**src/rtl/io_bus_pkg.sv**
```systemverilog
package io_bus_pkg;

    // Read source picked by the address decoder
    typedef enum logic [2:0] {
        SRC_MEM    = 3'd0,
        SRC_KBSR   = 3'd1,
        SRC_KBDATA = 3'd2,
        SRC_DSR    = 3'd3,
        SRC_NONE   = 3'd4
    } rd_src_e;

    // Register file state
    typedef struct packed {
        logic [15:0] kbsr;
        logic [15:0] dsr;
        logic [15:0] ddr;
    } dev_regs_t;

endpackage

```
**src/rtl/io_addr_decode.sv**
```systemverilog
module io_addr_decode
    import io_bus_pkg::*;
#(
    parameter int AW = 16,
    parameter logic [AW-1:0] KBSR_ADDR   = 16'hFE00,
    parameter logic [AW-1:0] KBDATA_ADDR = 16'hFE02,
    parameter logic [AW-1:0] DSR_ADDR    = 16'hFE04,
    parameter logic [AW-1:0] DDR_ADDR    = 16'hFE06
) (
    input  logic          clk,
    input  logic          rst_n,
    input  logic          mio_en,
    input  logic          wr,
    input  logic [AW-1:0] addr,
    output logic          mem_en,
    output logic          ld_kbsr,
    output logic          ld_dsr,
    output logic          ld_ddr,
    output rd_src_e       rd_src
);

    logic hit_kbsr, hit_kbdata, hit_dsr, hit_ddr, hit_dev;

    always_comb begin
        hit_kbsr   = (addr == KBSR_ADDR);
        hit_kbdata = (addr == KBDATA_ADDR);
        hit_dsr    = (addr == DSR_ADDR);
        hit_ddr    = (addr == DDR_ADDR);
        hit_dev    = hit_kbsr | hit_kbdata | hit_dsr | hit_ddr;

        mem_en  = mio_en & ~hit_dev;
        ld_kbsr = mio_en & wr & hit_kbsr;
        ld_dsr  = mio_en & wr & hit_dsr;
        ld_ddr  = mio_en & wr & hit_ddr;

        if (!hit_dev)        rd_src = SRC_MEM;
        else if (hit_kbsr)   rd_src = SRC_KBSR;
        else if (hit_kbdata) rd_src = SRC_KBDATA;
        else if (hit_dsr)    rd_src = SRC_DSR;
        else                 rd_src = SRC_NONE;
    end


    idle_quiet_chk: assert property (@(posedge clk) disable iff (!rst_n)
        !mio_en |-> (!mem_en && !ld_kbsr && !ld_dsr && !ld_ddr));


    single_load_chk: assert property (@(posedge clk) disable iff (!rst_n)
        $onehot0({ld_kbsr, ld_dsr, ld_ddr}));


    load_not_mem_chk: assert property (@(posedge clk) disable iff (!rst_n)
        (ld_kbsr || ld_dsr || ld_ddr) |-> (wr && !mem_en));


    mem_src_chk: assert property (@(posedge clk) disable iff (!rst_n)
        mem_en |-> (rd_src == SRC_MEM));

endmodule

```
**src/rtl/io_lane_enable.sv**
```systemverilog
module io_lane_enable (
    input  logic clk,
    input  logic rst_n,
    input  logic mio_en,
    input  logic wr,
    input  logic word,
    input  logic addr0,
    output logic we_lo,
    output logic we_hi
);

    logic wr_act;

    always_comb begin
        wr_act = mio_en & wr;
        we_lo  = wr_act & ~addr0;
        we_hi  = wr_act & (addr0 ^ word);
    end


    odd_word_none_chk: assert property (@(posedge clk) disable iff (!rst_n)
        (addr0 && word) |-> (!we_lo && !we_hi));


    lo_even_chk: assert property (@(posedge clk) disable iff (!rst_n)
        we_lo |-> (!addr0 && wr && mio_en));


    byte_one_lane_chk: assert property (@(posedge clk) disable iff (!rst_n)
        !word |-> !(we_lo && we_hi));

endmodule

```
**src/rtl/io_dev_regs.sv**
```systemverilog
module io_dev_regs
    import io_bus_pkg::*;
#(
    parameter int DW = 16
) (
    input  logic          clk,
    input  logic          rst_n,
    input  logic          ld_kbsr,
    input  logic          ld_dsr,
    input  logic          ld_ddr,
    input  logic [DW-1:0] wdata,
    output logic [DW-1:0] kbsr,
    output logic [DW-1:0] dsr,
    output logic [DW-1:0] ddr
);

    typedef struct packed {
        logic [DW-1:0] kbsr;
        logic [DW-1:0] dsr;
        logic [DW-1:0] ddr;
    } regs_t;

    regs_t regs_d, regs_q;

    always_comb begin
        regs_d = regs_q;
        if (ld_kbsr) regs_d.kbsr = wdata;
        if (ld_dsr)  regs_d.dsr  = wdata;
        if (ld_ddr)  regs_d.ddr  = wdata;
    end

    always_ff @(posedge clk) begin
        if (!rst_n) regs_q <= '0;
        else        regs_q <= regs_d;
    end

    assign kbsr = regs_q.kbsr;
    assign dsr  = regs_q.dsr;
    assign ddr  = regs_q.ddr;


    kbsr_load_chk: assert property (@(posedge clk) disable iff (!rst_n)
        ld_kbsr |=> (kbsr == $past(wdata)));


    ddr_load_chk: assert property (@(posedge clk) disable iff (!rst_n)
        ld_ddr |=> (ddr == $past(wdata)));


    dsr_hold_chk: assert property (@(posedge clk) disable iff (!rst_n)
        !ld_dsr |=> $stable(dsr));

endmodule

```
**src/rtl/io_read_format.sv**
```systemverilog
module io_read_format
    import io_bus_pkg::*;
#(
    parameter int DW = 16
) (
    input  logic          clk,
    input  logic          rst_n,
    input  logic          word,
    input  logic          addr0,
    input  rd_src_e       rd_src,
    input  logic [DW-1:0] mem_rdata,
    input  logic [DW-1:0] kbsr,
    input  logic [DW-1:0] kb_data,
    input  logic [DW-1:0] dsr,
    output logic [DW-1:0] rdata
);

    localparam int HALF = DW / 2;

    logic [DW-1:0]   src_word;
    logic [HALF-1:0] src_byte;

    always_comb begin
        unique case (rd_src)
            SRC_MEM:    src_word = mem_rdata;
            SRC_KBSR:   src_word = kbsr;
            SRC_KBDATA: src_word = kb_data;
            SRC_DSR:    src_word = dsr;
            default:    src_word = '0;
        endcase
        src_byte = addr0 ? src_word[DW-1:HALF] : src_word[HALF-1:0];
        if (word) rdata = src_word;
        else      rdata = {{HALF{src_byte[HALF-1]}}, src_byte};
    end


    byte_sext_chk: assert property (@(posedge clk) disable iff (!rst_n)
        !word |-> (rdata[DW-1:HALF] == {HALF{rdata[HALF-1]}}));


    blank_src_chk: assert property (@(posedge clk) disable iff (!rst_n)
        (word && rd_src == SRC_NONE) |-> (rdata == '0));


    mem_pass_chk: assert property (@(posedge clk) disable iff (!rst_n)
        (word && rd_src == SRC_MEM) |-> (rdata == mem_rdata));

endmodule

```
**src/rtl/io_bus_ctrl.sv**
```systemverilog
module io_bus_ctrl
    import io_bus_pkg::*;
#(
    parameter int AW = 16,
    parameter int DW = 16,
    parameter logic [AW-1:0] KBSR_ADDR   = 16'hFE00,
    parameter logic [AW-1:0] KBDATA_ADDR = 16'hFE02,
    parameter logic [AW-1:0] DSR_ADDR    = 16'hFE04,
    parameter logic [AW-1:0] DDR_ADDR    = 16'hFE06
) (
    input  logic          clk,
    input  logic          rst_n,
    input  logic          mio_en,
    input  logic          wr,
    input  logic          word,
    input  logic [AW-1:0] addr,
    input  logic [DW-1:0] wdata,
    input  logic [DW-1:0] mem_rdata,
    input  logic [DW-1:0] kb_data,
    output logic          mem_en,
    output logic          we_lo,
    output logic          we_hi,
    output logic [DW-1:0] rdata,
    output logic [DW-1:0] kbsr,
    output logic [DW-1:0] dsr,
    output logic [DW-1:0] ddr
);

    logic    ld_kbsr, ld_dsr, ld_ddr;
    rd_src_e rd_src;

    io_addr_decode #(
        .AW(AW), .KBSR_ADDR(KBSR_ADDR), .KBDATA_ADDR(KBDATA_ADDR),
        .DSR_ADDR(DSR_ADDR), .DDR_ADDR(DDR_ADDR)
    ) u_decode (
        .clk(clk), .rst_n(rst_n), .mio_en(mio_en), .wr(wr), .addr(addr),
        .mem_en(mem_en), .ld_kbsr(ld_kbsr), .ld_dsr(ld_dsr),
        .ld_ddr(ld_ddr), .rd_src(rd_src)
    );

    io_lane_enable u_lanes (
        .clk(clk), .rst_n(rst_n), .mio_en(mio_en), .wr(wr), .word(word),
        .addr0(addr[0]), .we_lo(we_lo), .we_hi(we_hi)
    );

    io_dev_regs #(.DW(DW)) u_regs (
        .clk(clk), .rst_n(rst_n), .ld_kbsr(ld_kbsr), .ld_dsr(ld_dsr),
        .ld_ddr(ld_ddr), .wdata(wdata), .kbsr(kbsr), .dsr(dsr), .ddr(ddr)
    );

    io_read_format #(.DW(DW)) u_rfmt (
        .clk(clk), .rst_n(rst_n), .word(word), .addr0(addr[0]),
        .rd_src(rd_src), .mem_rdata(mem_rdata), .kbsr(kbsr),
        .kb_data(kb_data), .dsr(dsr), .rdata(rdata)
    );


    lanes_need_en_chk: assert property (@(posedge clk) disable iff (!rst_n)
        (we_lo || we_hi) |-> mio_en);

endmodule

```
**config.mk**
```make
export PLATFORM = sky130hd
export DESIGN_NAME = io_bus_ctrl
export DESIGN_NICKNAME = d
export VERILOG_FILES = /design/src/rtl/io_bus_pkg.sv /design/src/rtl/io_addr_decode.sv /design/src/rtl/io_lane_enable.sv /design/src/rtl/io_dev_regs.sv /design/src/rtl/io_read_format.sv /design/src/rtl/io_bus_ctrl.sv
export SDC_FILE = /design/constraint.sdc
export NUM_CORES = 1
export LEC_CHECK = 0
export BUFFER_PORTS_ARGS = -buffer_cell sky130_fd_sc_hd__buf_2
export CAP_MARGIN = 5
export CELL_PAD_IN_SITES_DETAIL_PLACEMENT = 2
export CELL_PAD_IN_SITES_GLOBAL_PLACEMENT = 2
export CORE_MARGIN = 1.5
export CORE_UTILIZATION = 25
export CTS_CLUSTER_DIAMETER = 40
export DETAILED_ROUTE_END_ITERATION = 6
export PLACE_DENSITY = 0.83
export SYNTH_ARGS = -nofsm -noshare
export SYNTH_HDL_FRONTEND = slang
export SYNTH_SLANG_ARGS = --single-unit
```
**constraint.sdc**
```tcl
create_clock -name clk -period 6.2 [get_ports clk]
set_input_delay 1.24 -clock clk [delete_from_list [all_inputs] [get_ports clk]]
set_output_delay 1.24 -clock clk [all_outputs]
set_load 0.03 [all_outputs]
```
-- Yosys cells after proc, flatten, opt, wreduce, memory -nomap -nowiden
Index checks and enable logic that the tools add are counted.
- flip-flop bits (word level): 48
- input port bits: 69
- output and inout port bits: 67
- logic and storage cells: 31
- equality and inequality tests: 7
- muxes and demuxes: 7
- bitwise gates (word level): 13
- reductions and logical operators: 1
- operators with widths (operator ; number):
    equality test 16 bit (second input constant) ; 4
    one-hot mux 16 bit (4 select lines) ; 1
    two-way mux 16 bit ; 1
    two-way mux 3 bit ; 4
    two-way mux 8 bit ; 1
    AND 1 bit ; 7
    equality test 3 x 2 -> 1 bit (second input constant) ; 2
    equality test 3 x 1 -> 1 bit (second input constant) ; 1
    zero test 3 bit ; 1
    bitwise OR 1 bit ; 3
    NOT 1 bit ; 2
    XOR 1 bit ; 1

-- Depth between registers and ports, before layout
Gate-level depths: netlist (run 1).
- depth after elaboration: 9
- mapped depth: 8
- gate-level depth less buffers: 5

-- Cells and area by module
A second synthesis (run 1) with hierarchy kept.
- cells, all modules: 249
- area, all modules: 2730.1 sq um
- modules (own cells, without submodules) (module ; times used ; cells each ; area each (sq um) ; seq. area each (sq um)):
    io_dev_regs ; 1 ; 155 ; 1858.0 ; 960.9
    io_read_format ; 1 ; 73 ; 706.9 ; 0.0
    io_addr_decode ; 1 ; 17 ; 145.1 ; 0.0
    io_lane_enable ; 1 ; 4 ; 20.0 ; 0.0

-- Worst setup path after synthesis (run 1)
No wires, ideal clock.
- kind: input -> output
- start: in addr[5]
- end: out rdata[1]
- data arrival time: 3.387 ns
- required time: 4.960 ns
- setup slack: 1.573 ns
- stages: 6
- buffers on the path: 1
- path through: or4_4 -> or4_4 -> buf_6 -> nor3_4 -> a221oi_1 -> o2bb2ai_1
- longest elaborated chain between the ends: 9
- elaborated cells between the ends (all ways): 18
- classes of those cells: eq/ne (7); mux (7); bitwise (3); reduce/logical (1)
- RTL lines (element ; line ; text):
    start, declared ; io_bus_ctrl.sv:16 ; input logic [AW-1:0] addr,
    equality test 16 bit, on equally long branches ; io_addr_decode.sv:27, io_addr_decode.sv:25, io_addr_decode.sv:26 ;
    two-way mux 3 bit or bitwise OR 1 bit (tied branches) ; io_addr_decode.sv:39, io_addr_decode.sv:29 ;
    two-way mux 3 bit or bitwise OR 1 bit (tied branches) ; io_addr_decode.sv:38, io_addr_decode.sv:29 ;
    two-way mux 3 bit or bitwise OR 1 bit (tied branches) ; io_addr_decode.sv:37, io_addr_decode.sv:29 ;
    two-way mux 3 bit (*) ; io_addr_decode.sv:36 ; if (!hit_dev) rd_src = SRC_MEM;
    equality test 3 x 2 -> 1 bit (tied with other cells) ; io_read_format.sv:24 ; unique case (rd_src)
    one-hot mux 16 bit (4 select lines) (*) ; io_read_format.sv:24 ;
    two-way mux 8 bit ; io_read_format.sv:31 ; src_byte = addr0 ? src_word[DW-1:HALF] : src_word[HALF-1:0];
    two-way mux 16 bit (*) ; io_read_format.sv:32 ; if (word) rdata = src_word;
    end, declared ; io_bus_ctrl.sv:23 ; output logic [DW-1:0] rdata,
Mark *: on every way between the ends. The rest lies on a longest branch, timed or not.

-- Worst setup path after layout (run 1)
- start: in addr[5]
- end: out rdata[5]
Same word-level chain as after synthesis.

==> results.tsv, run 1 <==
stage	metric	value	unit
timing	rsz0062_at_grt	false	
detailed_routing	vias	2870	
synth	ys_async_sr_fraction	0	
setup_path	cp_num_buf_inv	2	
timing	finalSetupViolCount	0	
pwr	p_per_area	187.7	nW/µm²
synth	yosysMostFrequentCell	nand2_1	
clock_network	cts_setup_buffers	0	
die	die_y	104.2	µm
cells_and_area	final_util	0.3426	
setup_path	max_stage_delay	0.73	ns
die	row_count	36	
synth	synth-seq-cells	48	
detailed_routing	drtPass1Iterations	4	
synth	synth-edff-count	0	
setup_path	cp_max_fo	31	
synth	ys_top_cells_by_area	dfxtp_1 38%, nand2_1 15%, a21boi_0 9.4%	
synth	synth.yosys.seq_area_share	0.3756	
clock_network	clk_latency	0.30	ns
clock_network	clockRootBuffer	clkbuf_8	
cells_and_area	nets	503	
setup_path	critPathRequiredTime	4.96	ns
detailed_routing	drt_wl_total	10690	µm
detailed_routing	drc_errors	0	
timing	hold-worst-slack	0.4549	ns
cells_and_area	area_growth	32.08	%
synth	synthTopCellsByCount	101 x nand2_1, 48 x dfxtp_1, 32 x a21boi_0	
grt	grt_pass1_wl	16370	µm
grt	antenna_found_initial	0	
clock_network	cts_tree	yes	
synth	ys.flop_type	dfxtp_1	
clock_network	hold_buffers	0	
detailed_routing	vias_per_cell	5.053	
pwr	ir_drop	0.07699	mV
setup_path	critical_path.slowest_cell	or4_4	
cells_and_area	drive_gt1_frac	0.3517	
pwr	power.total	634.3	µW
timing	max_slew_margin	0.1539	
timing	fin_crit_sh	0.7807	
clock_network	ctsResizeCount	0	
clock_network	htreeDepth	2	
synth	syn-cell-area	2559	µm²
timing	timing.fmax	0.2066	GHz
place	dp_hpwl	8572	µm
pwr	leakagePower	0.001453	µW
synth	synth_warnings	0	
clock_network	clockBufferDepth	2	
outcome	status	complete, no violations	
cells_and_area	diodes	0	
timing	final_max_slew_viol_count	0	
place	io_buffer_count	135	
hold_path	min_path_type	register to register	
setup_path	crit_type	input port to primary output	
setup_path	end_kind	primary output	
grt	grtUsageTotal	0.1928	
grt	first_global_vias	2957	
clock_network	cts_sinks	48	
detailed_routing	first_iter_violations	116	
clock_network	cts_buffers	5	
die	ioPinCount	136	
setup_path	path_cells	buf_2 -> or4_4 -> or4_4 -> nor3_4 -> a221o_1 -> o2bb2ai_1 -> buf_2	
synth	synthCells	314	
place	gp_congestion	0.8243	
setup_path	startpoint_type	input port	
timing	worst_slew_pin_slew	1.267	ns
grt	grt-ovfl-total	0	
timing	finClkSkew	0	ns
setup_path	arrival	3.60	ns
synth	synth_nets	383	
synth	synth_top_area_share	0.3756	
die	die_x	104.2	µm
die	die_area	10850	µm²
die	core_area	9864	µm²
die	start_util	0.2594	
synth	synth_cell_type_count	39	
setup_path	crit_family	simple AND/OR/NAND/NOR gates	
detailed_routing	wire_per_inst	18.82	µm
detailed_routing	drt.antenna.violating_nets	0	
synth	syn_avg_cell_area	8.149	µm²
grt	grt_max_degree	49	
timing	timing.final.hold_violations	0	
synth	synth.largest_area_cell	dfxtp_1	
timing	layout_min_cycle_time	4.841	ns
clock_network	clkTransAtPathRegs	0.08	ns
job	drv_cap	0	
timing	tns	0	ns
## cell families after synthesis
| family | Yosys count | synth area share |
|---|---|---|
| AND/OR/NAND/NOR | 134 | 0.2430 |
| AO/OA/AOI/OAI | 101 | 0.3012 |
| flip-flops | 48 | 0.3755 |
| buffers and inverters | 25 | 0.05623 |
| multiplexers | 6 | 0.02396 |
## power by group
group,switching (µW),internal [µW]
Clock,105,120
Sequential,0.00117,308
Combinational,62.4,39.4
## cell usage in the layout, fill, tap and decap left out, types with 3 or more instances in the layout
cell type	n
o21ai_0	3
dfxtp_1	48
nor3_4	3
a221o_1	4
a22oi_1	15
a21boi_0	32
nor2b_1	3
nor2_1	13
a221oi_1	6
buf_2	135
nand2_1	101
mux2i_1	5
a21boi_1	18
clkbuf_8	5
a21o_1	5
o2bb2ai_1	5
a22o_1	3
## sequential cells by signal (all words and copies together), names as in the netlist
name         cells
u_regs.ddr      16
u_regs.dsr      16
u_regs.kbsr     16
## metrics by stage
step / instance area, µm² / std cells / worst slack [ns]
after global routing: 3379 / 568 / 1.279
final: 3379 / 568 / 1.359
after floorplan: 2559 / 314 / 1.573
after CTS: 3379 / 568 / 1.352
after global placement: 3272 / 560 / 1.401
after detailed placement: 3272 / 560 / 1.348
## final cells by class
type	count	area, µm²
fillers	1159	6485
multi-input cells	241	1454
flip-flops and latches	48	960.9
repair buffers	136	683.2
well taps	133	166.4
clock buffers	6	72.57
clock inverters	2	35.03
inverters	2	7.507
## routing by layer
metal  vias to the layer above  GRT usage  wire, µm
li1                       1341          -         -
met1                      1399     0.2316      4499
met2                       116     0.3505      5356
met3                        14    0.03195       621
met4                         0    0.05655       214
met5                         -          0         0
## tightest hold or removal path, stage by stage, from the launching register on
cell and delay (ns):
dfxtp_1 0.31, nand2_1 0.05, a21boi_1 0.05
## final timing paths
kind,startpoint,endpoint,slack (ns),cells after the start
setup reg to reg,u_regs.kbsr[11],u_regs.kbsr[11],5.45,2
hold / removal,u_regs.ddr[9],u_regs.ddr[9],0.45,2
hold reg to reg,u_regs.ddr[9],u_regs.ddr[9],0.45,2
setup / recovery,addr[5],rdata[5],1.36,7
Note: power is estimated with default switching activity, not from simulation.
==> run 2: changes to the inputs <==
--- a/config.mk
+++ b/config.mk
@@ -10,10 +10,10 @@
 export CELL_PAD_IN_SITES_DETAIL_PLACEMENT = 2
 export CELL_PAD_IN_SITES_GLOBAL_PLACEMENT = 2
 export CORE_MARGIN = 1.5
-export CORE_UTILIZATION = 25
+export CORE_UTILIZATION = 21
 export CTS_CLUSTER_DIAMETER = 40
 export DETAILED_ROUTE_END_ITERATION = 6
-export PLACE_DENSITY = 0.83
+export PLACE_DENSITY = 0.74
 export SYNTH_ARGS = -nofsm -noshare
 export SYNTH_HDL_FRONTEND = slang
 export SYNTH_SLANG_ARGS = --single-unit
==> constraint.sdc (replaced) <==
create_clock -name clk -period 4.4 [get_ports clk]
set_input_delay 0.88 -clock clk [delete_from_list [all_inputs] [get_ports clk]]
set_output_delay 0.88 -clock clk [all_outputs]
set_load 0.03 [all_outputs]
==> run 2 against run 1 <==
Net effect: core utilization shrank 5.3 points; routed wire length up 4.4%; global-route usage fell by 2.0 points; critical endpoint is now rdata[1]; power grew 54%; combinational power is 46% higher; clock power up 75%.
==> results.tsv, run 2 (synthesis results as in run 1) <==
stage	metric	value	unit
clock_network	clk_latency	0.29	ns
setup_path	max_stage_delay	0.70	ns
timing	rsz0062_at_grt	false	
cells_and_area	fin_area	3468	µm²
detailed_routing	route.met2.wl	5611	µm
clock_network	cts_setup_buffers	0	
clock_network	clockBufferDepth	2	
grt	grtUsageTotal	0.1727	
detailed_routing	met3WireLength	488	µm
setup_path	startpoint_type	input port	
grt	grt-ovfl-total	0	
pwr	power.total	976.1	µW
place	placed_area	3319	µm²
hold_path	min_path_type	register to register	
die	die_x	113.4	µm
die	start_util	0.2139	
setup_path	arrival	3.28	ns
pwr	ir_drop	0.1434	mV
timing	timing.final.hold_violations	0	
clock_network	clkTransAtPathRegs	0.06	ns
setup_path	cp_num_buf_inv	2	
detailed_routing	drc_errors	0	
timing	final_max_slew_viol_count	0	
timing	layout_min_cycle_time	4.161	ns
timing	hold-worst-slack	0.4549	ns
setup_path	r2r_setup_slack	3.66	ns
clock_network	cts_tree	yes	
detailed_routing	wire_per_inst	19.05	µm
detailed_routing	routed.top_layer	met4	
die	core_area	11960	µm²
detailed_routing	wl_met1	4870	µm
cells_and_area	final_cell_mix	135 x buf_2, 101 x nand2_1, 48 x dfxtp_1, 32 x a21boi_0, 18 x a21boi_1	
setup_path	crit_type	input port to primary output	
setup_path	end_kind	primary output	
setup_path	cp_max_fo	21	
setup_path	crit_family	simple AND/OR/NAND/NOR gates	
setup_path	path_cells	buf_2 -> or4_4 -> or4_4 -> nor3_4 -> a221o_1 -> o2bb2ai_1 -> buf_2	
pwr	p_per_area	281.4	nW/µm²
die	row_count	40	
cells_and_area	diodes	0	
detailed_routing	drt.antenna.violating_nets	0	
die	die_area	12860	µm²
die	ioPinCount	136	
cells_and_area	drive_gt1_frac	0.3599	
grt	antenna_found_initial	0	
outcome	status	complete, no violations	
place	gp_congestion	0.8370	
cells_and_area	fin_cells	586	
clock_network	ctsResizeCount	0	
grt	first_global_vias	2991	
timing	finClkSkew	0	ns
clock_network	cts_sinks	48	
detailed_routing	vias	2839	
cells_and_area	final_common_cell	buf_2	
detailed_routing	drtPass1Iterations	4	
place	dp_cells	578	
setup_path	critical_path.slowest_cell	or4_4	
clock_network	hold_buffers	0	
place	io_buffer_count	135	
timing	timing.fmax	0.2403	GHz
timing	tns	0	ns
setup_path	critPathRequiredTime	3.52	ns
timing	worst_slew_pin_slew	0.7872	ns
detailed_routing	first_iter_violations	126	
timing	fin_crit_sh	0.9457	
detailed_routing	vias_per_cell	4.845	
clock_network	cts_buffers	5	
grt	grt_max_degree	49	
die	die_y	113.4	µm
timing	max_slew_margin	0.4735	
clock_network	clockRootBuffer	clkbuf_16	
pwr	leakagePower	0.001494	µW
grt	grt_pass1_wl	16900	µm
detailed_routing	drt_wl_total	11170	µm
cells_and_area	nets	507	
cells_and_area	area_growth	35.55	%
timing	finalSetupViolCount	0	
clock_network	htreeDepth	2	
place	dp_hpwl	8900	µm
job	drv_cap	0	
-- run 2: cell types whose count changed in the layout (fill, tap and decap cells not counted) --
cell and change:
buf_4 +4, bufinv_16 -1, clkbuf_1 -1, clkbuf_16 +5
clkbuf_8 -4, clkinv_2 +1
-- run 2: per-layer routing --
metal,track usage,up-vias
met5,0,-
met4,0.04667,0
met3,0.03294,10
met2,0.3087,89
met1,0.2126,1385
li1,-,1355
-- run 2: through the flow --
step	setup WS, ns	utilization
3_3_place_gp	0.3586	0.2775
3_5_place_dp	0.2472	0.2775
2_1_floorplan	0.4935	-
5_1_grt	0.1784	0.2900
6_report	0.2388	0.2900
4_1_cts	0.2447	0.2900
-- run 2: path summary, 6_finish.rpt --
kind,startpoint,to,depth (start not counted)
setup / recovery,addr[5],rdata[1],7
hold reg to reg,u_regs.ddr[9],u_regs.ddr[9],2
setup reg to reg,u_regs.kbsr[6],u_regs.kbsr[6],2
hold / removal,u_regs.ddr[9],u_regs.ddr[9],2
-- run 2: area by class of cell --
class / count / area, µm²
sequential: 48 / 960.9
inverter: 2 / 7.507
multi-input combinational: 241 / 1454
timing repair buffer: 140 / 713.2
tap: 147 / 183.9
clock buffer: 6 / 138.9
clock inverter: 2 / 10.01
fill: 1419 / 8493
-- run 2: report_power, final --
part | leakage, µW | internal [µW] | switching (µW) | total [µW]
sequential | 0.000386 | 434 | 0.00151 | 434
combinational | 0.00103 | 57.2 | 91.4 | 149
clock | 0.0000766 | 224 | 169 | 393
-- run 2: worst min-delay path, delay by kind of cell (launching register included) --
kind | cells | cell delay [ns]
simple gates | 1 | 0.05
flops | 1 | 0.31
compound gates | 1 | 0.05
==> run 3: changes to the inputs <==
--- a/config.mk
+++ b/config.mk
@@ -5,6 +5,7 @@
 export SDC_FILE = /design/constraint.sdc
 export NUM_CORES = 1
 export LEC_CHECK = 0
+export ABC_AREA = 1
 export BUFFER_PORTS_ARGS = -buffer_cell sky130_fd_sc_hd__buf_2
 export CAP_MARGIN = 5
 export CELL_PAD_IN_SITES_DETAIL_PLACEMENT = 2
@@ -13,7 +14,8 @@
 export CORE_UTILIZATION = 21
 export CTS_CLUSTER_DIAMETER = 40
 export DETAILED_ROUTE_END_ITERATION = 6
-export PLACE_DENSITY = 0.74
+export PLACE_DENSITY = 0.76
+export SLEW_MARGIN = 5
 export SYNTH_ARGS = -nofsm -noshare
 export SYNTH_HDL_FRONTEND = slang
 export SYNTH_SLANG_ARGS = --single-unit
==> run 3 against run 2 <==
Net effect: sequential power about the same; design area up 6.0%; clock power is 4% lower; critical endpoint is now rdata[3]; largest power group unchanged.
==> results.tsv, run 3 <==
stage	metric	value	unit
timing	timing.final.hold_violations	0	
synth	ys.flop_type	dfxtp_1	
place	dp_hpwl	9686	µm
synth	synth_nets	479	
synth	yosysMostFrequentCell	nand2_1	
cells_and_area	fin_cells	705	
detailed_routing	drt.antenna.violating_nets	0	
cells_and_area	area_growth	30.40	%
clock_network	cts_tree	yes	
setup_path	cp_max_fo	27	
place	dp_cells	697	
grt	grt-ovfl-total	0	
synth	syn-cell-area	2819	µm²
timing	tns	0	ns
synth	syn_avg_cell_area	6.875	µm²
synth	synthTopCellsByCount	100 x nand2_1, 60 x nand3_1, 48 x dfxtp_1	
detailed_routing	first_iter_violations	175	
clock_network	clk_latency	0.29	ns
setup_path	crit_top_cell	nand2_1	
die	start_util	0.2137	
outcome	status	complete, no violations	
synth	ys_async_sr_fraction	0	
detailed_routing	drc_errors	0	
die	row_count	42	
pwr	power.total	955.0	µW
synth	synthCells	410	
clock_network	cts_sinks	48	
setup_path	critical_path.slowest_cell	inv_4	
timing	worst_slew_pin_slew	1.062	ns
clock_network	clkTransAtPathRegs	0.06	ns
job	drv_cap	0	
timing	finClkSkew	0	ns
setup_path	critPathRequiredTime	3.52	ns
pwr	p_per_area	259.8	nW/µm²
die	die_y	118.9	µm
synth	synth-seq-cells	48	
synth	synth-edff-count	0	
grt	first_global_vias	3522	
timing	timing.fmax	0.2804	GHz
cells_and_area	final_cell_mix	135 x buf_2, 100 x nand2_1, 60 x nand3_1, 48 x dfxtp_1, 41 x nor2_1	
pwr	ir_drop	0.1289	mV
place	dp_slack	0.7977	ns
synth	synth_top_area_share	0.3409	
grt	grtUsageTotal	0.1711	
place	gp_congestion	0.7755	
place	io_buffer_count	135	
timing	max_slew_margin	0.2914	
setup_path	arrival	2.69	ns
synth	synth.largest_area_cell	dfxtp_1	
synth	synth_cell_type_count	27	
clock_network	cts_buffers	5	
die	die_x	118.9	µm
setup_path	max_stage_delay	0.31	ns
timing	fin_crit_sh	0.8106	
clock_network	ctsResizeCount	0	
timing	setup_ws	0.8332	ns
timing	finalSetupViolCount	0	
detailed_routing	vias_per_cell	4.573	
setup_path	startpoint_type	input port	
clock_network	htreeDepth	2	
cells_and_area	multi_input_area	1569	µm²
synth	synth_warnings	0	
grt	grt_max_degree	32	
cells_and_area	ff_latch_area	960.9	µm²
die	ioPinCount	136	
die	core_area	13190	µm²
die	die_area	14130	µm²
clock_network	hold_buffers	0	
detailed_routing	drtPass1Iterations	4	
grt	grt_pass1_wl	19060	µm
cells_and_area	diodes	0	
clock_network	clockRootBuffer	clkbuf_16	
clock_network	cts_setup_buffers	0	
pwr	leakagePower	0.001883	µW
cells_and_area	nets	597	
synth	synth.yosys.seq_area_share	0.3409	
timing	rsz0062_at_grt	false	
cells_and_area	fill_cells	1620	
synth	ys_top_cells_by_area	dfxtp_1 34%, nand2_1 13%, nand3_1 11%	
setup_path	path_cells	buf_2 -> nor2_2 -> nand2_2 -> nor2_8 -> nand2_4 -> inv_4 -> nand2_1 -> nand3_1 -> nand2_1 -> nand2_1 -> buf_2	
grt	antenna_found_initial	0	
hold_path	min_path_type	register to register	
setup_path	end_kind	primary output	
cells_and_area	final_common_cell	buf_2	
setup_path	crit_type	input port to primary output	
timing	final_max_slew_viol_count	0	
clock_network	clockBufferDepth	2	
detailed_routing	drt_wl_total	11960	µm
detailed_routing	wire_per_inst	16.96	µm
cells_and_area	drive_gt1_frac	0.3459	
detailed_routing	vias	3224	
timing	layout_min_cycle_time	3.567	ns
run 3: cell count changes after synthesis, moves of 7 or more:
cell / previous run / this run
a21boi_0: 32 / 0
a21boi_1: 18 / 0
a21oi_1: 2 / 33
a22oi_1: 15 / 0
clkbuf_1: 13 / 6
inv_1: 2 / 20
nand2_2: 0 / 8
nand3_1: 1 / 60
nand4_1: 0 / 21
nor2_1: 13 / 41
nor2_2: 0 / 7
o21ai_0: 3 / 10
o21ai_1: 1 / 11
run 3: critical path: cells and delay by family:
| family | cells | cell delay [ns] |
|---|---|---|
| buf+inv | 3 | 0.60 |
| simple gates | 8 | 1.18 |
run 3: worst paths after layout:
kind                                      from              to  slack [ns]  cells after the start
worst max-delay path                   addr[8]        rdata[3]        0.83                     11
worst min-delay path            u_regs.kbsr[6]  u_regs.kbsr[6]        0.49                      2
worst max register to register  u_regs.kbsr[8]  u_regs.kbsr[8]        3.67                      2
worst min register to register  u_regs.kbsr[6]  u_regs.kbsr[6]        0.49                      2
run 3: final cells by class:
| cell class | instances | share of cell area |
|---|---|---|
| sequential | 48 | 0.2614 |
| timing repair buffer | 135 | 0.1838 |
| inverter | 27 | 0.02893 |
| multi-input combinational | 311 | 0.4268 |
| clock inverter | 3 | 0.005106 |
| clock buffer | 5 | 0.03404 |
| tap | 176 | 0.05990 |
run 3: per-layer routing:
layer / vias to the layer above / track usage / wire [µm]
li1: 1601 / - / -
met1: 1521 / 0.2211 / 5485
met2: 87 / 0.2932 / 5705
met3: 15 / 0.03065 / 556
met4: 0 / 0.04593 / 212
met5: - / 0 / 0
run 3: through the flow:
step,utilization,hold WS [ns],cell area (µm²)
after global routing,0.2787,0.5257,3676
after floorplan,-,0.5933,2819
after detailed placement,0.2678,0.4691,3532
final,0.2787,0.4868,3676
after global placement,0.2678,0.4650,3532
after CTS,0.2787,0.4785,3676
run 3: cells by family after synthesis:
logic type             Yosys count  share of synthesized area
AOI/OAI and AO/OA               55                    0.09898
buffers and inverters           51                     0.1025
DFF                             48                     0.3409
and+or+nand+nor                256                     0.4576
run 3: power breakdown:
group / internal [µW] / total [µW] / switching [µW] / leakage (µW)
Sequential: 434 / 434 / 0.00194 / 0.000386
Clock: 210 / 379 / 170 / 0.0000736
Combinational: 46.7 / 142 / 94.8 / 0.00142
Total: 691 / 955 / 264 / 0.00188
